File: src/rtl/turn_gap_pkg.sv
package turn_gap_pkg;

  typedef enum logic [1:0] {
    ST_FREE = 2'd0,
    ST_BUSY = 2'd1,
    ST_GAP  = 2'd2
  } gapState_e;

  typedef struct packed {
    logic captPrev;
    logic clrElapsed;
    logic incElapsed;
  } gapStrobe_t;

endpackage

File: src/rtl/turn_gap_rules.sv
module turn_gap_rules #(
  parameter int NUM_BANKS = 4,
  parameter int TURN_W    = 4,
  parameter int BANK_W    = 2
) (
  input  logic                        hasPrev,
  input  logic                        prevSync,
  input  logic                        prevWrite,
  input  logic                        prevMuxed,
  input  logic [BANK_W-1:0]           prevBank,
  input  logic                        nextSync,
  input  logic                        nextWrite,
  input  logic [BANK_W-1:0]           nextBank,
  input  logic [NUM_BANKS*TURN_W-1:0] bankTurnFlat,
  output logic                        progApplies,
  output logic [TURN_W-1:0]           gapCycles
);

  localparam logic [TURN_W-1:0] GAP_ZERO  = '0;
  localparam logic [TURN_W-1:0] GAP_ONE   = TURN_W'(1);
  localparam logic [TURN_W-1:0] GAP_TWO   = TURN_W'(2);
  localparam logic [TURN_W-1:0] GAP_THREE = TURN_W'(3);

  logic [TURN_W-1:0] turnArr [NUM_BANKS];

  genvar gb;
  generate
    for (gb = 0; gb < NUM_BANKS; gb++) begin : g_turn
      assign turnArr[gb] = bankTurnFlat[gb*TURN_W +: TURN_W];
    end
  endgenerate

  logic              sameBank;
  logic              pAsyncWrPlain;
  logic              pAsyncRdPlain;
  logic              pAsyncMuxed;
  logic              pSyncWr;
  logic              skipProg;
  logic [TURN_W-1:0] fixedGap;
  logic [TURN_W-1:0] progGap;

  assign sameBank      = (prevBank == nextBank);
  assign pAsyncWrPlain = !prevSync && prevWrite && !prevMuxed;
  assign pAsyncRdPlain = !prevSync && !prevWrite && !prevMuxed;
  assign pAsyncMuxed   = !prevSync && prevMuxed;
  assign pSyncWr       = prevSync && prevWrite;
  assign progGap       = turnArr[prevBank];

  // same-bank plain async writes run back to back
  assign skipProg    = pAsyncWrPlain && !nextSync && nextWrite && sameBank;
  assign progApplies = hasPrev && (pAsyncWrPlain || pAsyncMuxed) && !skipProg;

  always_comb begin
    fixedGap = GAP_ZERO;
    if (hasPrev) begin
      if (pAsyncRdPlain) begin
        if (nextWrite) fixedGap = GAP_ONE;
        else if (!nextSync && sameBank) fixedGap = GAP_ONE;
      end else if (pSyncWr) begin
        if (!nextSync) fixedGap = GAP_TWO;
        else if (!nextWrite) fixedGap = GAP_THREE;
        else if (sameBank) fixedGap = GAP_TWO;
        else fixedGap = GAP_THREE;
      end
    end
  end

  always_comb begin
    gapCycles = fixedGap;
    if (progApplies && (progGap > fixedGap)) gapCycles = progGap;
  end

endmodule

File: src/rtl/turn_gap_datapath.sv
module turn_gap_datapath
  import turn_gap_pkg::*;
#(
  parameter int NUM_BANKS = 4,
  parameter int TURN_W    = 4,
  parameter int BANK_W    = 2
) (
  input  logic                        clk,
  input  logic                        rstN,
  input  gapStrobe_t                  stb,
  input  logic [NUM_BANKS*TURN_W-1:0] bankTurnFlat,
  input  logic                        reqSync,
  input  logic                        reqWrite,
  input  logic                        reqMuxed,
  input  logic [BANK_W-1:0]           reqBank,
  output logic                        gapMet,
  output logic                        hasPrev,
  output logic [TURN_W-1:0]           gapCycles
);

  localparam logic [TURN_W-1:0] ELAPSED_MAX = '1;

  logic              prevSync;
  logic              prevWrite;
  logic              prevMuxed;
  logic [BANK_W-1:0] prevBank;
  logic [TURN_W-1:0] elapsed;
  logic              progApplies;

  always_ff @(posedge clk or negedge rstN) begin
    if (!rstN) begin
      hasPrev   <= 1'b0;
      prevSync  <= 1'b0;
      prevWrite <= 1'b0;
      prevMuxed <= 1'b0;
      prevBank  <= '0;
    end else if (stb.captPrev) begin
      hasPrev   <= 1'b1;
      prevSync  <= reqSync;
      prevWrite <= reqWrite;
      prevMuxed <= reqMuxed;
      prevBank  <= reqBank;
    end
  end

  always_ff @(posedge clk or negedge rstN) begin
    if (!rstN) begin
      elapsed <= '0;
    end else if (stb.clrElapsed) begin
      elapsed <= '0;
    end else if (stb.incElapsed && (elapsed != ELAPSED_MAX)) begin
      elapsed <= elapsed + TURN_W'(1);
    end
  end

  turn_gap_rules #(
    .NUM_BANKS(NUM_BANKS),
    .TURN_W   (TURN_W),
    .BANK_W   (BANK_W)
  ) u_rules (
    .hasPrev     (hasPrev),
    .prevSync    (prevSync),
    .prevWrite   (prevWrite),
    .prevMuxed   (prevMuxed),
    .prevBank    (prevBank),
    .nextSync    (reqSync),
    .nextWrite   (reqWrite),
    .nextBank    (reqBank),
    .bankTurnFlat(bankTurnFlat),
    .progApplies (progApplies),
    .gapCycles   (gapCycles)
  );

  assign gapMet = (elapsed >= gapCycles);

  AST_NO_GAP_FIRST: assert property (@(posedge clk) disable iff (!rstN)
    !hasPrev |-> (gapCycles == '0));

  AST_ELAPSED_SAT: assert property (@(posedge clk) disable iff (!rstN)
    (elapsed == ELAPSED_MAX) && !stb.clrElapsed |=> (elapsed == ELAPSED_MAX));

  AST_FIXED_BOUND: assert property (@(posedge clk) disable iff (!rstN)
    !progApplies |-> (gapCycles <= TURN_W'(3)));

  AST_WR_PAIR_FREE: assert property (@(posedge clk) disable iff (!rstN)
    hasPrev && !prevSync && prevWrite && !prevMuxed && !reqSync && reqWrite
      && (reqBank == prevBank) |-> (gapCycles == '0));

  AST_PREV_HELD: assert property (@(posedge clk) disable iff (!rstN)
    !stb.captPrev |=> $stable(prevBank) && $stable(prevWrite));

endmodule

File: src/rtl/turn_gap_ctrl.sv
module turn_gap_ctrl
  import turn_gap_pkg::*;
(
  input  logic       clk,
  input  logic       rstN,
  input  logic       reqValid,
  input  logic       txnDone,
  input  logic       gapMet,
  output gapStrobe_t stb,
  output logic       gapReady,
  output logic       txnGo
);

  gapState_e state;
  gapState_e stateNxt;

  assign gapReady = (state == ST_FREE) || ((state == ST_GAP) && gapMet);
  assign txnGo    = reqValid && gapReady;

  always_comb begin
    stateNxt = state;
    case (state)
      ST_FREE: if (txnGo) stateNxt = ST_BUSY;
      ST_BUSY: if (txnDone) stateNxt = ST_GAP;
      ST_GAP:  if (txnGo) stateNxt = ST_BUSY;
      default: stateNxt = ST_FREE;
    endcase
  end

  always_ff @(posedge clk or negedge rstN) begin
    if (!rstN) state <= ST_FREE;
    else       state <= stateNxt;
  end

  always_comb begin
    stb            = '0;
    stb.captPrev   = txnGo;
    stb.clrElapsed = (state == ST_BUSY) && txnDone;
    stb.incElapsed = (state == ST_GAP);
  end

  AST_LAUNCH_BLOCKS: assert property (@(posedge clk) disable iff (!rstN)
    txnGo |=> !gapReady);

  AST_BUSY_HOLDS: assert property (@(posedge clk) disable iff (!rstN)
    (state == ST_BUSY) && !txnDone |=> !txnGo);

  AST_GO_QUALIFIED: assert property (@(posedge clk) disable iff (!rstN)
    txnGo |-> reqValid);

endmodule

File: src/rtl/turn_gap_top.sv
module turn_gap_top
  import turn_gap_pkg::*;
#(
  parameter int NUM_BANKS = 4,
  parameter int TURN_W    = 4,
  parameter int BANK_W    = (NUM_BANKS > 1) ? $clog2(NUM_BANKS) : 1
) (
  input  logic                        clk,
  input  logic                        rstN,
  input  logic [NUM_BANKS*TURN_W-1:0] bankTurnFlat,
  input  logic                        reqValid,
  input  logic                        reqSync,
  input  logic                        reqWrite,
  input  logic                        reqMuxed,
  input  logic [BANK_W-1:0]           reqBank,
  input  logic                        txnDone,
  output logic                        gapReady,
  output logic                        txnGo,
  output logic [TURN_W-1:0]           gapCycles
);

  gapStrobe_t stb;
  logic       gapMet;
  logic       hasPrev;

  turn_gap_ctrl u_ctrl (
    .clk     (clk),
    .rstN    (rstN),
    .reqValid(reqValid),
    .txnDone (txnDone),
    .gapMet  (gapMet),
    .stb     (stb),
    .gapReady(gapReady),
    .txnGo   (txnGo)
  );

  turn_gap_datapath #(
    .NUM_BANKS(NUM_BANKS),
    .TURN_W   (TURN_W),
    .BANK_W   (BANK_W)
  ) u_dp (
    .clk         (clk),
    .rstN        (rstN),
    .stb         (stb),
    .bankTurnFlat(bankTurnFlat),
    .reqSync     (reqSync),
    .reqWrite    (reqWrite),
    .reqMuxed    (reqMuxed),
    .reqBank     (reqBank),
    .gapMet      (gapMet),
    .hasPrev     (hasPrev),
    .gapCycles   (gapCycles)
  );

  AST_FIRST_READY: assert property (@(posedge clk) disable iff (!rstN)
    !hasPrev |-> gapReady);

endmodule

File: config.mk
export PLATFORM = sky130hd
export DESIGN_NAME = turn_gap_top
export DESIGN_NICKNAME = d
export VERILOG_FILES = /design/src/rtl/turn_gap_pkg.sv /design/src/rtl/turn_gap_rules.sv /design/src/rtl/turn_gap_datapath.sv /design/src/rtl/turn_gap_ctrl.sv /design/src/rtl/turn_gap_top.sv
export SDC_FILE = /design/constraint.sdc
export NUM_CORES = 1
export LEC_CHECK = 0
export BUFFER_PORTS_ARGS = -buffer_cell sky130_fd_sc_hd__buf_4
export CAP_MARGIN = 20
export CORE_MARGIN = 2
export CORE_UTILIZATION = 49
export CTS_CLUSTER_DIAMETER = 150
export DETAILED_ROUTE_END_ITERATION = 6
export PLACE_DENSITY_LB_ADDON = 0.12
export SYNTH_ARGS = -nofsm -noshare
export SYNTH_HDL_FRONTEND = slang
export SYNTH_SLANG_ARGS = --single-unit
File: constraint.sdc
create_clock -name clk -period 5.8 [get_ports clk]
set_input_delay 1.45 -clock clk [delete_from_list [all_inputs] [get_ports clk]]
set_output_delay 1.45 -clock clk [all_outputs]
set_load 0.01 [all_outputs]
==> flow_summary.json, run 1 <==
{
  "status": "complete, no violations",
  "cts_made_buffers": 3,
  "synth_cells": 87,
  "internal_power_mw": 0.350,
  "synth_ff_type": "dfrtp_1",
  "die_height_um": 46.9,
  "regArea_um2": 300,
  "avgSynthCellArea_um2": 10.4,
  "remaining_drc_errors": 0,
  "multi_input_area_um2": 568,
  "fill_cells": 157,
  "min_path_type": "register to register",
  "start_util_pct": 52.2,
  "synth_top_family_by_area": "simple AND/OR/NAND/NOR gates",
  "cp_cell_sequence": "buf_4 > mux4_1 > ha_1 > nor2b_1 > a2bb2oi_1 > or3_4 > a31o_1 > ha_1 > nor2b_1 > o21ai_2 > buf_4 > nand2_1 > nor2_1 > buf_4",
  "p_clk_share_pct": 11.2,
  "required_ps": 4350,
  "slew_viol_final": 0,
  "ys_ff_latch": 12,
  "p_leak_nw": 0.585,
  "post_cts_buffers": 0,
  "grt.total_usage_pct": 19.3,
  "fin_crit_ps": 5660,
  "ys.warnings.count": 0,
  "synth.net_count": 119,
  "post_synth_num_cell_types": 33,
  "crit_arrival_ps": 4210,
  "core-area_um2": 1730,
  "worst-path-max-fanout": 3,
  "crit_path_frequent_cell": "buf_4",
  "yosysTopAreaCellShare_pct": 33.3,
  "synth.most_common_cell": "dfrtp_1",
  "yosysSeqAreaShare_pct": 33.3,
  "worstSetupEndpointType": "output pin",
  "port_buffers": 30,
  "root_buffer": "clkbuf_4",
  "dr_total_vias": 783,
  "cts_tree": "done",
  "synthAdderAreaFrac_pct": 9.71,
  "htree_levels": 1,
  "grt_pass1_wl_mm": 2.99,
  "grt-ovfl-total": 0,
  "synth_common_cells": "dfrtp_1, ha_1, inv_1, nor2_1",
  "synth_edf_count": 0,
  "setup_viol": 0,
  "dpl_cell_area_um2": 1160,
  "postRouteAntennaNets": 0,
  "slowest_delay_ps": 550,
  "insertedDiodeCount": 0,
  "grt_max_degree": 13,
  "wl_mm": 1.90,
  "period_share_pct": 97.5,
  "final_area_um2": 1200,
  "clkSlewWorstSetupHoldPaths_ps": 80,
  "worstMarginPinSlew_ps": 511,
  "vias_per_cell": 5.33,
  "drive_gt1_share_pct": 37.7,
  "p_sw_share_pct": 40.0,
  "die_width_um": 46.9,
  "finalSetupTns_ps": 0,
  "synth_compound_area_share_pct": 10.7,
  "antenna_found_initial": 0,
  "crit_family": "simple AND/OR/NAND/NOR gates",
  "powerDensity_nw_per_um2": 485,
  "vdd_ir_drop_max_mv": 0.270,
  "clk_latency_ps": 270,
  "switching_power_mw": 0.234,
  "placementRows": 15,
  "path_class": "primary input to output pin",
  "crit_buf_inv": 3,
  "maxCapViolCount": 0,
  "hold_viol": 0,
  "place_hpwl_mm": 1.58,
  "worst_path_max_delay_cell": "mux4_1",
  "io-pin-count": 31,
  "cp-start-kind": "primary input",
  "synth_simple_gate_area_share_pct": 19.1,
  "die_area_um2": 2200,
  "grt_pass1_vias": 745,
  "seq_power_share_pct": 27.2,
  "route.detailed.wl_per_inst_um": 12.9,
  "syn_area_um2": 902,
  "fmax_mhz": 177,
  "synthArstFlopShare_pct": 100,
  "combPwrFrac_pct": 61.6,
  "area_growth_pct": 33.3,
  "yosys-top-cells-area": "dfrtp_1, ha_1, mux2_2, mux4_1, mux4_2",
  "globalplace.congestion": 0.778,
  "firstDrtPassIters": 4,
  "fin_nets": 155,
  "synth-xor-area-share_pct": 4.85,
  "grt_setup_unrepaired": "false",
  "drt_iter0_drc": 6,
  "cts.sinks": 12,
  "slew-limit-headroom_pct": 65.5,
  "cts_buffer_depth": 2,
  "finClkSkew_ps": 5.56,
  "synth_top_cell_by_area": "dfrtp_1",
  "muxShareOfSynthArea_pct": 18.2
}
## final cells by class
| cell class | instances | share of cell area, % |
|---|---|---|
| timing repair buffer | 32 | 20.0 |
| tap | 25 | 2.60 |
| multi-input combinational | 67 | 47.2 |
| clock buffer | 4 | 3.02 |
| sequential | 12 | 25.0 |
| inverter | 7 | 2.19 |
## kinds of logic (layout without fill, tap and decap cells)
logic type	after synthesis	after routing
multiplexers	10	10
buffers and inverters	8	43
XOR/XNOR	5	5
AND/OR/NAND/NOR	31	31
adder cells (fa/ha/maj)	7	7
flip-flops	12	12
AO/OA/AOI/OAI	14	14
## state kept, by name, summed over array words and instances, names as in the netlist
register	count
u_dp.hasPrev	1
u_dp.prevMuxed	1
u_dp.prevSync	1
u_dp.elapsed	4
u_dp.prevWrite	1
u_ctrl.state	2
u_dp.prevBank	2
## per-stage QoR
stage	std cells	util [%]	worst slack [ps]	power [mW]	hold WS, ps
after floorplan	87	-	172	0.399	442
after global placement	143	67.3	187	0.499	469
after detailed placement	143	67.3	127	0.513	469
after CTS	147	69.4	121	0.581	491
after global routing	147	69.6	2.47	0.637	528
final	147	69.6	144	0.584	490
## path summary, 6_finish.rpt
check	end	cells after the start	slack, ps	from
max	gapReady	14	140	bankTurnFlat[5]
min	u_dp.hasPrev	1	490	u_dp.hasPrev
max reg2reg	u_dp.prevMuxed	12	2150	u_dp.prevBank[0]
min reg2reg	u_dp.hasPrev	1	490	u_dp.hasPrev
max in group asynchronous	u_dp.prevBank[0]	1	4640	rstN
min in group asynchronous	u_ctrl.state[1]	1	1000	rstN
## cell usage in the layout (no fill, tap or decap), types with 3 or more instances in the layout
cell / n
ha_1: 7
o21ai_0: 3
dfrtp_1: 12
clkbuf_4: 3
buf_4: 32
nand3_1: 3
nor2b_1: 4
inv_1: 7
mux2_2: 5
nand2b_1: 3
nand2_1: 5
xor2_1: 3
nor2_1: 7
## metal layers
metal / track usage, % / vias to the layer above / share of wire [%]
met3: 6.92 / 2 / 5.3
met2: 37.8 / 26 / 54
met1: 20.3 / 366 / 40
li1: - / 389 / -
met5: 0 / - / 0
met4: 1.67 / 0 / 1.1
## repair_timing
item,in CTS,in global routing
setup endpoints to repair,0,2
hold buffers,0,0
resized for setup,0,2
## power by group through the flow
stage	registers, mW	logic [mW]	clock network, mW
final	0.159	0.359	0.0653
after global routing	0.164	0.402	0.0717
after CTS	0.159	0.355	0.0676
after detailed placement	0.161	0.353	0
after global placement	0.158	0.340	0
after floorplan	0.143	0.256	0
No activity file was read; power rests on OpenSTA's default activity.
==> inputs of run 2 (changes only) <==
Clock period 5.8 ns to 6.3 ns, I/O delays scaled along.
==> run 2 against run 1 <==
Non-clock buffer count down 1. Largest power group unchanged. Critical path type unchanged. Utilization is 0.65 points lower. Total power fell by 9.6%.
==> flow_summary.json, run 2 (same netlist as run 1, synthesis figures left out) <==
{
  "wl_mm": 1.98,
  "final_cell_mix": "buf_4, dfrtp_1, nor2_1, inv_1, ha_1",
  "globalplace.congestion": 0.785,
  "grt-ovfl-total": 0,
  "finalSetupTns_ps": 0,
  "switching_power_mw": 0.211,
  "io-pin-count": 31,
  "cts_resized": 0,
  "drive_gt1_share_pct": 36.4,
  "powerDensity_nw_per_um2": 443,
  "p_leak_nw": 0.580,
  "grt_max_degree": 13,
  "required_ps": 4720,
  "min_path_cells": 1,
  "start_util_pct": 52.2,
  "largest_reg_flops": 4,
  "dp_slack_ps": 331,
  "dpl_cell_area_um2": 1150,
  "die_height_um": 46.9,
  "crit_arrival_ps": 4390,
  "dp.cells": 142,
  "fin_total_pwr_mw": 0.528,
  "cp-start-kind": "primary input",
  "p_clk_share_pct": 11.5,
  "p_sw_share_pct": 40.0,
  "vdd_ir_drop_max_mv": 0.204,
  "worst_path_max_delay_cell": "mux4_1",
  "root_buffer": "clkbuf_4",
  "core-area_um2": 1730,
  "fmax_mhz": 168,
  "grt_pass1_wl_mm": 3.26,
  "internal_power_mw": 0.317,
  "die_width_um": 46.9,
  "worstMarginPinSlew_ps": 458,
  "insertedDiodeCount": 0,
  "min_from": "u_dp.hasPrev",
  "die_area_um2": 2200,
  "hold_slack_ps": 504,
  "worst-path-max-fanout": 3,
  "grt_setup_unrepaired": "false",
  "clk_latency_ps": 270,
  "route.detailed.wl_per_inst_um": 13.5,
  "vias_per_cell": 5.43,
  "min_to": "u_dp.hasPrev",
  "final_area_um2": 1190,
  "top_regs": "u_dp.elapsed: 4 flops, u_ctrl.state: 2 flops, u_dp.prevBank: 2 flops",
  "reg2reg_from": "u_dp.prevBank[0]",
  "final_core_util_pct": 69.0,
  "antenna_found_initial": 0,
  "drt_iter0_drc": 11,
  "r2r_setup_slack_ps": 2560,
  "slowest_delay_ps": 540,
  "slew-limit-headroom_pct": 69.5,
  "cts.sinks": 12,
  "status": "complete, no violations",
  "final_cells": 146,
  "cts_made_buffers": 3,
  "post_cts_buffers": 0,
  "area_growth_pct": 32.0,
  "slew_viol_final": 0,
  "grt_pass1_vias": 816,
  "top_register": "u_dp.elapsed",
  "fin_nets": 154,
  "cts_tree": "done",
  "fin_ws_ps": 333,
  "finClkSkew_ps": 4.18,
  "port_buffers": 30,
  "r2r_cells": 12,
  "remaining_drc_errors": 0,
  "regArea_um2": 300,
  "dr_total_vias": 793,
  "cp_cell_sequence": "buf_4 > mux4_1 > ha_1 > nor2b_1 > a2bb2oi_1 > or3_4 > a31o_1 > ha_1 > nor2b_1 > o21ai_0 > nand4b_1 > inv_1 > buf_4",
  "fin_crit_ps": 5970,
  "combPwrFrac_pct": 60.7,
  "setup_viol": 0,
  "placementRows": 15,
  "fill_cells": 141,
  "hold_viol": 0,
  "min_path_type": "register to register",
  "final_common_cell": "buf_4",
  "grt.total_usage_pct": 21.4,
  "path_class": "primary input to output pin",
  "postRouteAntennaNets": 0,
  "period_share_pct": 94.7,
  "seq_power_share_pct": 27.9,
  "maxCapViolCount": 0,
  "cts_buffer_depth": 2,
  "worstSetupEndpointType": "output pin",
  "htree_levels": 1,
  "rr_endpoint": "u_dp.prevWrite",
  "firstDrtPassIters": 4,
  "clkSlewWorstSetupHoldPaths_ps": 80,
  "place_hpwl_mm": 1.66,
  "cts_hold_buf": 0,
  "multi_input_area_um2": 564
}
run 2: cell types whose count changed in the layout (fill, tap and decap cells not counted), sizes merged:
cell  change
buf       -1
run 2: power by group through the flow:
stage               Combinational, mW  Clock [mW]  Sequential [mW]
finish                          0.320      0.0605            0.147
global route                    0.361      0.0690            0.150
CTS                             0.323      0.0637            0.147
detailed placement              0.321           0            0.149
global placement                0.308           0            0.145
floorplan                       0.235           0            0.131
run 2: per-layer routing:
| metal | track usage [%] | share of wire, % | wire length, µm | vias to the layer above |
|---|---|---|---|---|
| met2 | 40.8 | 54 | 1060 | 26 |
| met4 | 8.89 | 1.6 | 31 | 0 |
| met1 | 21.1 | 40 | 801 | 378 |
| li1 | - | - | - | 385 |
| met5 | 0 | 0 | 0 | - |
| met3 | 6.54 | 4.2 | 84 | 4 |
run 2: worst max-delay path, delay by kind of cell:
kind                     cells  cell delay [ps]
AND/OR/NAND/NOR              4              740
AO/OA/AOI/OAI                3              640
multiplexers                 1              540
adder cells (fa/ha/maj)      2              600
buffers and inverters        3              290
run 2: how the worst max path moves through the flow:
stage               startpoint  endpoint  slack (ps)
2_1_floorplan  bankTurnFlat[5]     txnGo         420
3_3_place_gp   bankTurnFlat[5]     txnGo         410
3_5_place_dp   bankTurnFlat[5]     txnGo         330
4_1_cts        bankTurnFlat[5]     txnGo         320
5_1_grt        bankTurnFlat[5]     txnGo         150
6_report       bankTurnFlat[5]     txnGo         330
run 2: final cells by class:
class                      count  share of cell area (%)
multi-input combinational     67                    47.4
sequential                    12                    25.2
timing repair buffer          31                    19.5
clock buffer                   4                    3.05
tap                           25                    2.63
inverter                       7                    2.21
==> inputs of run 3 (changes only) <==
Settings changed: CELL_PAD_IN_SITES_DETAIL_PLACEMENT set to 1, CELL_PAD_IN_SITES_GLOBAL_PLACEMENT set to 2, CORE_ASPECT_RATIO set to 2, CORE_UTILIZATION 49 to 29.
==> run 3 against run 2 <==
Clock power grew 42%. Critical path type unchanged. Worst hold slack lost 6.1 ps. Sequential share of layout area shrank 0.52 points. Non-clock buffer count is the same. Sequential power is essentially flat. Utilization shrank 28 points. Combinational power grew 3%. Cell area grew 2.1%.
==> flow_summary.json, run 3 (same netlist as run 1, synthesis figures left out) <==
{
  "wl_met1_um": 817,
  "post_cts_buffers": 0,
  "final_cell_mix": "buf_4, dfrtp_1, nor2_1, inv_1, ha_1",
  "top_regs": "u_dp.elapsed: 4 flops, u_ctrl.state: 2 flops, u_dp.prevBank: 2 flops",
  "crit_buf_inv": 3,
  "grt-ovfl-total": 0,
  "dp_slack_ps": 261,
  "finClkSkew_ps": 6.72,
  "slew-limit-headroom_pct": 63.3,
  "route.detailed.wl_per_inst_um": 16.1,
  "cts.sinks": 12,
  "top_layer_used": "met4",
  "cp-start-kind": "primary input",
  "firstDrtPassIters": 4,
  "path_class": "primary input to output pin",
  "dr_wl_met3_um": 77,
  "die_height_um": 82.9,
  "cp_cell_sequence": "buf_4 > mux4_1 > ha_1 > nor2b_1 > a2bb2oi_1 > or3_4 > a31o_1 > ha_1 > nor2b_1 > o21ai_0 > nand4b_1 > inv_1 > buf_4",
  "hold_viol": 0,
  "finalSetupTns_ps": 0,
  "multi_input_area_um2": 564,
  "remaining_drc_errors": 0,
  "io-pin-count": 31,
  "drt_iter0_drc": 9,
  "crit_start": "bankTurnFlat[5]",
  "postRouteAntennaNets": 0,
  "p_leak_nw": 0.588,
  "worstSetupEndpointType": "output pin",
  "grt_max_degree": 13,
  "core-area_um2": 2980,
  "insertedDiodeCount": 0,
  "worst-path-max-fanout": 3,
  "worst_path_max_delay_cell": "mux4_1",
  "required_ps": 4720,
  "drive_gt1_share_pct": 36.4,
  "area_growth_pct": 34.8,
  "powerDensity_nw_per_um2": 464,
  "slew_viol_final": 0,
  "fin_ws_ps": 290,
  "root_buffer": "clkbuf_8",
  "cts_resized": 0,
  "slowest_delay_ps": 560,
  "clk_latency_ps": 250,
  "status": "complete, no violations",
  "vdd_ir_drop_max_mv": 0.178,
  "antenna_found_initial": 0,
  "largest_reg_flops": 4,
  "final_common_cell": "buf_4",
  "placementRows": 28,
  "vias_per_cell": 5.29,
  "die_area_um2": 3600,
  "regArea_um2": 300,
  "cts_tree": "done",
  "grt_setup_unrepaired": "false",
  "fmax_mhz": 166,
  "port_buffers": 30,
  "dr_total_vias": 799,
  "place_hpwl_mm": 2.10,
  "cts_buffer_depth": 2,
  "grt_pass1_wl_mm": 4.17,
  "worstMarginPinSlew_ps": 551,
  "die_width_um": 43.4,
  "grt.total_usage_pct": 15.0,
  "wl_met2_mm": 1.50,
  "crit_family": "simple AND/OR/NAND/NOR gates",
  "globalplace.congestion": 0.687,
  "clkSlewWorstSetupHoldPaths_ps": 50,
  "cts_made_buffers": 3,
  "fill_cells": 351,
  "fin_nets": 154,
  "top_register": "u_dp.elapsed",
  "htree_levels": 1,
  "maxCapViolCount": 0,
  "period_share_pct": 95.4,
  "min_path_type": "register to register",
  "cts_hold_buf": 0,
  "grt_pass1_vias": 927,
  "crit_end": "txnGo",
  "rr_endpoint": "u_dp.prevSync",
  "r2r_setup_slack_ps": 2530,
  "setup_viol": 0,
  "start_util_pct": 30.3,
  "wl_mm": 2.43,
  "cp_num_cells": 13,
  "reg2reg_from": "u_dp.prevBank[0]",
  "crit_arrival_ps": 4430,
  "fin_crit_ps": 6010,
  "r2r_cells": 12
}
## run 3: cell counts in the layout (fill, tap and decap cells not counted)
Identical to the previous run, type by type.
## run 3: stage by stage
stage | power [mW] | hold slack (ps) | std cells | util (%) | area [µm²]
2_1_floorplan | 0.367 | 442 | 87 | - | 902
3_3_place_gp | 0.471 | 467 | 147 | 39.0 | 1160
3_5_place_dp | 0.490 | 478 | 147 | 39.0 | 1160
4_1_cts | 0.578 | 495 | 151 | 40.8 | 1220
5_1_grt | 0.619 | 530 | 151 | 40.8 | 1220
6_report | 0.564 | 498 | 151 | 40.8 | 1220
## run 3: cell type report
type                       instances  area share (%)
multi-input combinational         67            46.4
sequential                        12            24.7
timing repair buffer              31            19.1
clock buffer                       4            4.53
tap                               30            3.09
inverter                           7            2.16
## run 3: where the power goes
part	total [mW]	internal (mW)	leakage, nW	switching, mW
clock	0.0859	0.0553	0.0288	0.0306
sequential	0.148	0.107	0.146	0.0408
combinational	0.330	0.177	0.413	0.153
total	0.564	0.339	0.588	0.225
## run 3: routing by layer
layer,vias up,track usage [%]
met5,-,0
met4,0,5.79
met3,4,1.74
met2,16,29.4
met1,393,14.6
li1,386,-
## run 3: how the worst min path moves through the flow
stage,end,slack [ps],cells after the start,from
after floorplan,u_dp.hasPrev,440,1,u_dp.hasPrev
after global placement,u_dp.hasPrev,470,1,u_dp.hasPrev
after detailed placement,u_dp.hasPrev,480,1,u_dp.hasPrev
after CTS,u_dp.hasPrev,490,1,u_dp.hasPrev
after global routing,u_dp.hasPrev,530,1,u_dp.hasPrev
final,u_dp.hasPrev,500,1,u_dp.hasPrev
